## src/rtl/tmr_pkg.sv

```systemverilog
package tmr_pkg;
   typedef enum logic [1:0] {
      OP_HOLD  = 2'd0,
      OP_LOAD  = 2'd1,
      OP_CLEAR = 2'd2,
      OP_STEP  = 2'd3
   } cnt_op_e;
endpackage

```

## src/rtl/tmr_tick_gate.sv

```systemverilog
module tmr_tick_gate #(
   parameter int SEL_W = 3
) (
   input  logic             tick_i,
   input  logic [SEL_W-1:0] sel_i,
   output logic             fire_o
);
   generate
      if (SEL_W < 1) begin : g_bad_sel
         $error("tmr_tick_gate: SEL_W must be at least 1");
      end
   endgenerate

   // any nonzero select passes the prescaler tick; zero stops the timer
   assign fire_o = tick_i & (|sel_i);
endmodule

```

## src/rtl/tmr_count_reg.sv

```systemverilog
module tmr_count_reg
   import tmr_pkg::*;
#(
   parameter int WIDTH = 8
) (
   input  logic             clk,
   input  logic             rst,
   input  logic             fire_i,
   input  logic             clr_i,
   input  logic             down_i,
   input  logic             we_i,
   input  logic [WIDTH-1:0] wdata_i,
   output logic [WIDTH-1:0] cnt_o,
   output logic             wrap_up_o,
   output logic             step_zero_o
);
   localparam logic [WIDTH-1:0] CNT_MAX = {WIDTH{1'b1}};
   localparam logic [WIDTH-1:0] CNT_ONE = WIDTH'(1);

   generate
      if (WIDTH < 2) begin : g_bad_width
         $error("tmr_count_reg: WIDTH must be at least 2");
      end
   endgenerate

   cnt_op_e          op;
   logic [WIDTH-1:0] cnt_q;
   logic [WIDTH-1:0] stepped;
   logic [WIDTH-1:0] cnt_d;

   always_comb begin
      if (we_i)                op = OP_LOAD;
      else if (fire_i && clr_i) op = OP_CLEAR;
      else if (fire_i)          op = OP_STEP;
      else                      op = OP_HOLD;
   end

   assign stepped = down_i ? (cnt_q - CNT_ONE) : (cnt_q + CNT_ONE);

   always_comb begin
      unique case (op)
         OP_LOAD:  cnt_d = wdata_i;
         OP_CLEAR: cnt_d = '0;
         OP_STEP:  cnt_d = stepped;
         default:  cnt_d = cnt_q;
      endcase
   end

   always_ff @(posedge clk) begin
      if (rst) cnt_q <= '0;
      else     cnt_q <= cnt_d;
   end

   assign cnt_o       = cnt_q;
   assign wrap_up_o   = (op == OP_STEP) && !down_i && (cnt_q == CNT_MAX);
   assign step_zero_o = (op == OP_STEP) && (stepped == '0);
endmodule

```

## src/rtl/tmr_ovf_flag.sv

```systemverilog
module tmr_ovf_flag #(
   parameter bit SET_WINS = 1'b1
) (
   input  logic clk,
   input  logic rst,
   input  logic mode_updn_i,
   input  logic wrap_up_i,
   input  logic step_zero_i,
   input  logic flag_clr_i,
   input  logic irq_en_i,
   output logic flag_o,
   output logic irq_o
);
   logic flag_q;
   logic set_ev;
   logic flag_d;

   assign set_ev = mode_updn_i ? step_zero_i : wrap_up_i;

   generate
      if (SET_WINS) begin : g_set_first
         always_comb begin
            if (set_ev)          flag_d = 1'b1;
            else if (flag_clr_i) flag_d = 1'b0;
            else                 flag_d = flag_q;
         end
      end else begin : g_clr_first
         always_comb begin
            if (flag_clr_i)  flag_d = 1'b0;
            else if (set_ev) flag_d = 1'b1;
            else             flag_d = flag_q;
         end
      end
   endgenerate

   always_ff @(posedge clk) begin
      if (rst) flag_q <= 1'b0;
      else     flag_q <= flag_d;
   end

   assign flag_o = flag_q;
   assign irq_o  = flag_q & irq_en_i;
endmodule

```

## src/rtl/tmr_updown_core.sv

```systemverilog
module tmr_updown_core #(
   parameter int WIDTH    = 8,
   parameter int SEL_W    = 3,
   parameter bit SET_WINS = 1'b1
) (
   input  logic             clk,
   input  logic             rst,
   input  logic             tick_i,
   input  logic [SEL_W-1:0] clk_sel_i,
   input  logic             dir_down_i,
   input  logic             clr_i,
   input  logic             mode_updn_i,
   input  logic             host_we_i,
   input  logic [WIDTH-1:0] host_wdata_i,
   input  logic             flag_clr_i,
   input  logic             irq_en_i,
   output logic [WIDTH-1:0] count_o,
   output logic             at_top_o,
   output logic             at_bottom_o,
   output logic             ovf_flag_o,
   output logic             irq_o
);
   localparam logic [WIDTH-1:0] TOP_VAL = {WIDTH{1'b1}};

   logic fire;
   logic wrap_up;
   logic step_zero;

   tmr_tick_gate #(.SEL_W(SEL_W)) u_gate (
      .tick_i (tick_i),
      .sel_i  (clk_sel_i),
      .fire_o (fire)
   );

   tmr_count_reg #(.WIDTH(WIDTH)) u_cnt (
      .clk         (clk),
      .rst         (rst),
      .fire_i      (fire),
      .clr_i       (clr_i),
      .down_i      (dir_down_i),
      .we_i        (host_we_i),
      .wdata_i     (host_wdata_i),
      .cnt_o       (count_o),
      .wrap_up_o   (wrap_up),
      .step_zero_o (step_zero)
   );

   tmr_ovf_flag #(.SET_WINS(SET_WINS)) u_flag (
      .clk         (clk),
      .rst         (rst),
      .mode_updn_i (mode_updn_i),
      .wrap_up_i   (wrap_up),
      .step_zero_i (step_zero),
      .flag_clr_i  (flag_clr_i),
      .irq_en_i    (irq_en_i),
      .flag_o      (ovf_flag_o),
      .irq_o       (irq_o)
   );

   assign at_top_o    = (count_o == TOP_VAL);
   assign at_bottom_o = (count_o == '0);
endmodule

```

## config.mk

```make
export PLATFORM = sky130hd
export DESIGN_NAME = tmr_updown_core
export DESIGN_NICKNAME = d
export VERILOG_FILES = /design/src/rtl/tmr_pkg.sv /design/src/rtl/tmr_tick_gate.sv /design/src/rtl/tmr_count_reg.sv /design/src/rtl/tmr_ovf_flag.sv /design/src/rtl/tmr_updown_core.sv
export SDC_FILE = /design/constraint.sdc
export NUM_CORES = 1
export LEC_CHECK = 0
export ABC_AREA = 0
export BUFFER_PORTS_ARGS = -buffer_cell sky130_fd_sc_hd__buf_2
export CAP_MARGIN = 10
export CORE_MARGIN = 3
export CORE_UTILIZATION = 46
export DETAILED_ROUTE_END_ITERATION = 7
export GPL_TIMING_DRIVEN = 0
export PLACE_DENSITY = 0.76
export REMOVE_ABC_BUFFERS = 1
export SLEW_MARGIN = 20
export SYNTH_ARGS = -nofsm -noshare
export SYNTH_HDL_FRONTEND = slang
export SYNTH_SLANG_ARGS = --single-unit
```

## constraint.sdc

```tcl
create_clock -name clk -period 5.7 [get_ports clk]
set_input_delay 0.855 -clock clk [delete_from_list [all_inputs] [get_ports clk]]
set_output_delay 0.855 -clock clk [all_outputs]
set_load 0.01 [all_outputs]
```

== Word-level counts from Yosys, hierarchy flattened ==
Index checks and enable logic that the tools add are counted.

* Bits in registers: 9
* Input bits: 20
* Word-level logic and storage cells: 28
* Output and inout bits: 12

* Add/subtract/negate cells: 2
* Reduce and logical (&&, ||, !) cells: 10
* Equal/unequal tests: 4
* Bitwise operators: 2
* Mux-type cells: 8

{| class="wikitable"
|+ Operators with widths
! kind !! count
|-
| case mux 8 bit (3 select lines) || 1
|-
| logical NOT 8 bit || 2
|-
| adder 8 x 1 -> 8 bit (second input constant) || 1
|-
| equality test 8 bit (second input constant) || 1
|-
| 2-to-1 mux 8 bit || 1
|-
| subtractor 8 x 1 -> 8 bit (second input constant) || 1
|-
| 2-to-1 mux 2 bit || 3
|-
| equality test 2 bit (second input constant) || 2
|-
| logical AND 1 bit || 4
|-
| 2-to-1 mux 1 bit || 3
|-
| nonzero test 3 bit || 1
|-
| OR reduction 3 bit || 1
|-
| AND 1 bit || 2
|-
| equality test 2 x 1 -> 1 bit (second input constant) || 1
|-
| nonzero test 2 bit || 1
|-
| logical NOT 1 bit || 1
|}

== Logic depth before layout (Yosys ltp) ==
Gate-level depths: netlist of run 1.

* Depth after elaboration: 10
* Mapped depth: 6
* Depth with buffers taken out: 6

== By module ==
A second synthesis of run 1 with hierarchy kept.

* Cells, all modules: 101
* Area, all modules: 825.8 um^2

{| class="wikitable"
|+ Modules (own cells, without submodules)
! module !! sequential area each (um^2) !! area each (um^2) !! cells each !! times used
|-
| tmr_count_reg || 160.2 || 734.5 || 89 || 1
|-
| tmr_ovf_flag || 20.0 || 47.5 || 5 || 1
|-
| tmr_updown_core || 0.0 || 35.0 || 6 || 1
|-
| tmr_tick_gate || 0.0 || 8.8 || 1 || 1
|}

== Worst setup path after synthesis of run 1 ==
No wires, ideal clock.

* Path type: input port to flip-flop
* Start point: in dir_down_i
* End point: reg u_cnt.cnt_q[6], in the netlist u_cnt.cnt_o[6]
* Path buffers: 0
* Library setup time: 129 ps
* Cell stages on the path: 6
* Data arrival time: 2175 ps
* Setup slack: 3395 ps
* Required time: 5571 ps
* Cells stage by stage: fa_1 a211oi_2 nor4b_1 nand4b_1 a221oi_1 nor3_1

* Cells in the longest elaborated chain, start to end: 2

{| class="wikitable"
|+ RTL lines
! element !! RTL line !! RTL
|-
| start: declaration || tmr_updown_core.sv:10 || <nowiki>input logic dir_down_i,</nowiki>
|-
| 2-to-1 mux 8 bit || tmr_count_reg.sv:38 || <nowiki>assign stepped = down_i ? (cnt_q - CNT_ONE) : (cnt_q + CNT_ONE);</nowiki>
|-
| case mux 8 bit (3 select lines) || tmr_count_reg.sv:41 || <nowiki>unique case (op)</nowiki>
|-
| end signal: assignment || tmr_count_reg.sv:51 || <nowiki>else cnt_q <= cnt_d;</nowiki>
|-
| end: declaration || tmr_count_reg.sv:27 || <nowiki>logic [WIDTH-1:0] cnt_q;</nowiki>
|}

Every way passes these cells.
A chain may end at the register's enable or synchronous reset.

== Worst setup path in the final report of run 1 ==
Ends and elaborated chain as after synthesis.

==> metrics.md, run 1 <==
| Metric | Value |
|---|---|
| FFs w/ async S/R, synth | 0 |
| Most used standard cell by instance count after synthesis | nor2_1 |
| Reg power frac | 0.374 |
| Antenna violations before repair | 0 |
| Yosys warns | 0 |
| Drt pass-1 iters | 4 |
| Cell accounting for the most synthesized area | dfxtp_1 |
| Chip Width | 48.02 um |
| Min Tclk post-route | 2481 ps |
| Register area share after synthesis | 0.2219 |
| CP Data Required Time | between 5000 and 6000 ps |
| Synth cell count leaders | nor2_1 (15), a21oi_1 (10), dfxtp_1 (9), ha_1 (7), nor3_1 (6) |
| Buffers added on ports | 31 |
| Dpl ws | 2992 ps |
| CP cell instances | buf_2, fa_1, a211oi_2, nor4b_1, nand4b_1, a221oi_1, nor3_1 |
| Routed Antenna Nets | 0 |
| Core area | 1577 um2 |
| Clk root buf | clkbuf_4 |
| Final GP Congestion | 0.7694 |
| Finish-stage setup viols | 0 |
| Area grow syn2layout | 23.88% |
| Hold Path Class | reg2reg |
| CP max-delay cell | fa_1 |
| Fmax | 0.4031 GHz |
| Share of cells above drive strength 1 | 0.3106 |
| Hold Vio Cnt, Final | 0 |
| Setup ws final | 3219 ps |
| Post-synth EDFFs | 0 |
| Hold slack | approximately 680 ps |
| Element type at the critical path end | flop |
| Num CTS Buffers | 3 |
| Syn Inst Count | 100 |
| CTS tree | yes |
| Fillers | 163 |
| Fin Setup TNS | 0 ps |
| WL final | 2138 um |
| Residual DRC | 0 |
| Clock slew at reported path FFs | 60 ps |
| VDD IR max | 131.1 uV |
| Area share of the largest cell type after synthesis | 0.2219 |
| Nets | between 150 and 200 |
| Max transition margin | 0.4903 |
| Clk buf depth | 2 |
| Yosys reg bits | 9 |
| # diodes | 0 |
| Synth Cell Area | between 800 and 900 um2 |
| Row Count | 14 |
| Tot GR Track Use | 0.2000 |
| Post-synth top flop | dfxtp_1 |
| Ports | 32 |
| Cell Pwr Density | 195.6 nW/um2 |
| Detailed Place HPWL | 1706 um |
| Largest net degree at the start of global routing | 18 |
| Clk pwr share | 0.245 |
| Vias in the first global route | 755 |
| Setup crit start kind | primary input |
| First-pass GRT wire length | 3284 um |
| Family with the most delay on the worst path | compound AO/OA/AOI/OAI gates |
| Post-CTS setup buffers | 0 |
| Grt ovf | 0 |
| Chip height | 48.02 um |
| Wirelength per Cell | 14.45 um |
| Max Cap Viol | 0 |
| Clock Latency Late Sink | 260 ps |
| Clock Sinks | 9 |
| Critical path fanouts, max | 9 |
| DR vias | 884 |
| Switching Share | 0.3520 |
| Setup CP Type | in2reg |
| Final Cycle Share | 0.4352 |
| Unique cell type count in the Yosys netlist | 38 |
| Buffers & Inverters on Critical Path | 1 |
| Clock Skew | 7.195 ps |
| Starting Density | 0.5151 |
| RSZ-0062 raised after global routing | false |
| CP Data Arrival Time | 2610 ps |
| Int Pwr | approximately 130 uW |
| Cts repair resizes | 0 |
| Synth area leaders | dfxtp_1 (22%), ha_1 (11%), nor2_1 (6.9%) |
| Status | finished, final reports clean |
| Comb power frac | 0.381 |
| Mapped Avg Cell Area | 8.120 um2 |
| Crit-path max cell delay | ~500 ps |
| Die area | 2305 um2 |
| Worst Max-Slew Pin Slew | 759.9 ps |
| Via/cell ratio | roughly 6 |
| Drt initial violations | 19 |
| Leakage power | 0.4510 nW |
| H-tree levels | 1 |
| Final Max Tran Viols | 0 |
| Hold_buf cts | 0 |
| Sw power | 69.28 uW |
placed cells by master, fill, tap and decap left out, types with 2 or more instances in the layout:
master    count
dfxtp_1       9
buf_2        31
o211ai_1      3
ha_1          7
nor3_1        6
nor2_1       15
or4_1         2
nand2_1       5
or3_1         2
a21oi_1      10
clkbuf_4      3
nor2b_1       5
a221oi_1      5
nor4_1        2
nand4_1       2
xor2_1        2
o21ba_2       2
registers in the layout, indices dropped and copies added (netlist names):
register and count:
u_cnt.cnt_o 8, u_flag.flag_o 1
per-layer routing:
layer	GRT usage	vias up	wire, um
li1	-	448	-
met1	0.2673	393	930
met2	0.3272	39	1046
met3	0.01128	4	137
met4	0.09140	0	25
met5	0	-	0
power groups by stage:
stage / clock network (mW) / logic, mW / registers, mW
2_1_floorplan: 0 / 0.0476 / 0.0751
3_3_place_gp: 0 / 0.0714 / 0.0747
3_5_place_dp: 0 / 0.0741 / 0.0750
4_1_cts: 0.0503 / 0.0751 / 0.0736
5_1_grt: 0.0537 / 0.0836 / 0.0742
6_report: 0.0481 / 0.0750 / 0.0736
metrics by stage:
step                      power [mW]  utilization  cell area, um2  cells
final                         0.1968       0.6381            1006    148
after global routing          0.2115       0.6381            1006    148
after CTS                     0.1990       0.6381            1006    148
after detailed placement      0.1492       0.6214           979.7    144
after global placement        0.1462       0.6183           974.7    144
after floorplan               0.1228            -           799.5     97
logic make-up after synthesis:
family / count (synthesis) / share of synthesized area
adders and majority gates: 8 / 0.1325
AOI/OAI and AO/OA: 30 / 0.2897
xor gates and xnor gates: 3 / 0.03236
buffers and inverters: 3 / 0.01539
DFF: 9 / 0.2219
and+or+nand+nor: 47 / 0.3082
worst min-delay path: stages, from the launching register on:
cell and delay [ps]:
dfxtp_1 410, a221oi_1 110, nor3_1 120
final cells by class:
type	count	area, um2	share of cell area
flip-flops and latches	9	180.2	0.1791
multi-input cells	88	624.3	0.6206
clock buffers	4	26.28	0.02612
repair buffers	31	155.1	0.1542
well taps	16	20.02	0.01990
worst paths after layout:
check                                     from        endpoint  slack [ps]  cells past startpoint
worst min register to register  u_cnt.cnt_o[4]  u_cnt.cnt_o[4]         680                      2
worst max-delay path                dir_down_i  u_cnt.cnt_o[6]        3220                      7
worst min-delay path            u_cnt.cnt_o[4]  u_cnt.cnt_o[4]         680                      2
worst max register to register  u_cnt.cnt_o[0]  u_cnt.cnt_o[6]        3590                      6
No activity file was read; power rests on OpenSTA's default activity.
==> inputs of run 2 (changes only) <==
CORE_UTILIZATION = 43   (was 46)
PLACE_DENSITY = 0.75   (was 0.76)
clock period = 2 ns   (was 5.7 ns; I/O delays follow)
==> run 2 against run 1 <==
Effect of this change: cell area grew 3.9%; critical path type is now reg2reg; largest cell class unchanged; via count shrank 0.34%; total power increased to 2.9 times the previous value; die area rose by 6.1%; critical path depth is the same; combinational power rose to 2.9 times the previous value; largest power group unchanged; clock power grew to 2.9 times the previous value; sequential power grew to 2.9 times the previous value; global-route usage down 1.8 points.
==> metrics.md, run 2 (same netlist as run 1, synthesis figures left out) <==
| Metric | Value |
|---|---|
| Status | finished, final reports clean |
| Ports | 32 (unchanged) |
| Clock Sinks | 9 (unchanged) |
| Leakage power | 0.4602 nW (+2.0%) |
| Final GP Congestion | 0.8429 (+9.6%) |
| Clk root buf | clkbuf_4 |
| Die area | 2446 um2 (+6.1%) |
| Hold_buf cts | 0 (unchanged) |
| Residual DRC | 0 (unchanged) |
| Placed insts | 153 (+6.3%) |
| Final Cycle Share | 0.9403 |
| Final Max Tran Viols | 0 (unchanged) |
| Final std cells w/o fill | 158 (+6.8%) |
| Fin util | 0.5986 (-0.03953) |
| CP cell instances | fa_2, a211oi_4, buf_4, o211ai_1, nand4b_1, nor4_1, o31a_1 |
| Nets | 162 (+0.62%) |
| Routed Antenna Nets | 0 (unchanged) |
| Setup slack, reg-to-reg | 120 ps (-3470 ps) |
| R2r worst-path depth | 7 (+1) |
| Max transition margin | 0.4570 (-0.03337) |
| Setup CP Type | reg2reg |
| Worst Max-Slew Pin Slew | 809.7 ps (+49.76 ps) |
| Setup ws final | 119.3 ps (-3100 ps) |
| First-pass GRT wire length | 3470 um (+5.7%) |
| WL final | 2031 um (-5.0%) |
| Max Cap Viol | 0 (unchanged) |
| Min Tclk post-route | roughly 1900 ps |
| DR vias | 881 (-0.34%) |
| Row Count | 15 (+1) |
| Detailed Place HPWL | 1642 um (-3.8%) |
| Largest register FFs | 8 (unchanged) |
| Clk buf depth | 2 (unchanged) |
| CTS tree | yes |
| Dpl ws | -158.9 ps (-3151 ps) |
| CP Data Arrival Time | 2030 ps (-580 ps) |
| CP Data Required Time | 2150 ps (-3680 ps) |
| Clock slew at reported path FFs | 60 ps (about the same) |
| Worst Min Path Start | host_wdata_i[1] |
| Clock Skew | 1.280 ps (-5.915 ps) |
| Worst hold endpoint | u_cnt.cnt_o[1] |
| CP max-delay cell | fa_2 |
| Share of cells above drive strength 1 | 0.3534 (+0.04278) |
| Antenna violations before repair | 0 (unchanged) |
| Setup crit start kind | flop |
| Chip Width | 49.46 um (+3.0%) |
| Drt initial violations | 6 (-13) |
| Fmax | 0.5317 GHz |
| Hold Path Class | in2reg |
| Wirelength per Cell | 12.85 um (-11%) |
| Area grow syn2layout | 28.66% |
| Reg-to-reg critical path startpoint | u_cnt.cnt_o[0] |
| Vias in the first global route | 826 (+9.4%) |
| R2R Path End | u_flag.flag_o |
| Core area | 1745 um2 (+11%) |
| Element type at the critical path end | flop |
| Starting Density | 0.4652 (-0.04985) |
| Critical path fanouts, max | 8 (-1) |
| Largest net degree at the start of global routing | 18 (unchanged) |
| # diodes | 0 (unchanged) |
| Most common cell after layout, fill and taps aside | buf_2 |
| Hold path cells | 3 (+1) |
| Cell Pwr Density | 544.6 nW/um2 (+180%) |
| RSZ-0062 raised after global routing | false |
| Clock Latency Late Sink | 260 ps (about the same) |
| Buffers added on ports | 31 (unchanged) |
| Drt pass-1 iters | 4 (unchanged) |
| Tot GR Track Use | 0.1816 (-0.01841) |
| Most frequent cells in the layout | buf_2 (31), nor2_1 (15), a21oi_1 (10) |
| Chip height | 49.46 um (+3.0%) |
| Crit-path max cell delay | 410 ps (-90 ps) |
| H-tree levels | 1 (unchanged) |
| Hold Vio Cnt, Final | 0 (unchanged) |
| VDD IR max | 414.0 uV (+220%) |
| Via/cell ratio | 5.576 (-6.6%) |
| Grt ovf | 0 (unchanged) |
| Num CTS Buffers | 3 (unchanged) |
| Finish-stage setup viols | 0 (unchanged) |
-- run 2: cell types whose count changed in the layout (fill, tap and decap cells not counted), sizes merged --
cell  previous run  this run
buf             31        32
-- run 2: area by class of cell --
type / count / area [um2]
tap: 25 / 31.28
fill: 170 / 700.7
clock buffer: 4 / 26.28
sequential: 9 / 183.9
timing repair buffer: 32 / 162.7
multi-input combinational: 88 / 640.6
-- run 2: metal layers --
metal	routed length [um]	up-vias	track usage
li1	-	451	-
met1	927	399	0.2272
met2	924	27	0.2969
met3	153	4	0.04532
met4	25	0	0.07373
met5	0	-	0
-- run 2: worst max-delay path by stage --
| stage | startpoint | end | depth (start not counted) |
|---|---|---|---|
| after floorplan | u_cnt.cnt_o[0] | u_cnt.cnt_o[6] | 6 |
| after global placement | dir_down_i | u_cnt.cnt_o[6] | 7 |
| after detailed placement | dir_down_i | u_cnt.cnt_o[6] | 7 |
| after CTS | u_cnt.cnt_o[0] | u_flag.flag_o | 7 |
| after global routing | u_cnt.cnt_o[3] | u_cnt.cnt_o[6] | 6 |
| final | u_cnt.cnt_o[0] | u_flag.flag_o | 7 |
-- run 2: metrics by stage --
| step | hold slack, ps | TNS, ps | area [um2] | power (mW) |
|---|---|---|---|---|
| after CTS | 271.9 | 0 | 1035 | 0.5721 |
| after global routing | 296.5 | 0 | 1045 | 0.6136 |
| after global placement | 533.1 | -592.0 | 985.9 | 0.4162 |
| after floorplan | 372.4 | 0 | 799.5 | 0.3499 |
| after detailed placement | 541.2 | -274.6 | 991.0 | 0.4219 |
| final | 277.7 | 0 | 1045 | 0.5690 |
-- run 2: where the power goes --
part	switching, mW	internal (mW)
clock	0.0619	0.0768
sequential	0.0188	0.192
combinational	0.118	0.101
total	0.199	0.370
-- run 2: critical path: cells and delay by family, from the launching register on --
family	cells	cell delay, ps
compound gates	3	600
flops	1	380
fa+ha+maj	1	410
simple gates	2	240
buf+inv	1	150
-- run 2: what timing repair did --
action | in CTS | in global routing
endpoints found under the setup margin | 2 | 4
resized for setup | 3 | 3
hold endpoints to repair | 0 | 0
pin swaps | 2 | 1
buffers inserted | 1 | 0
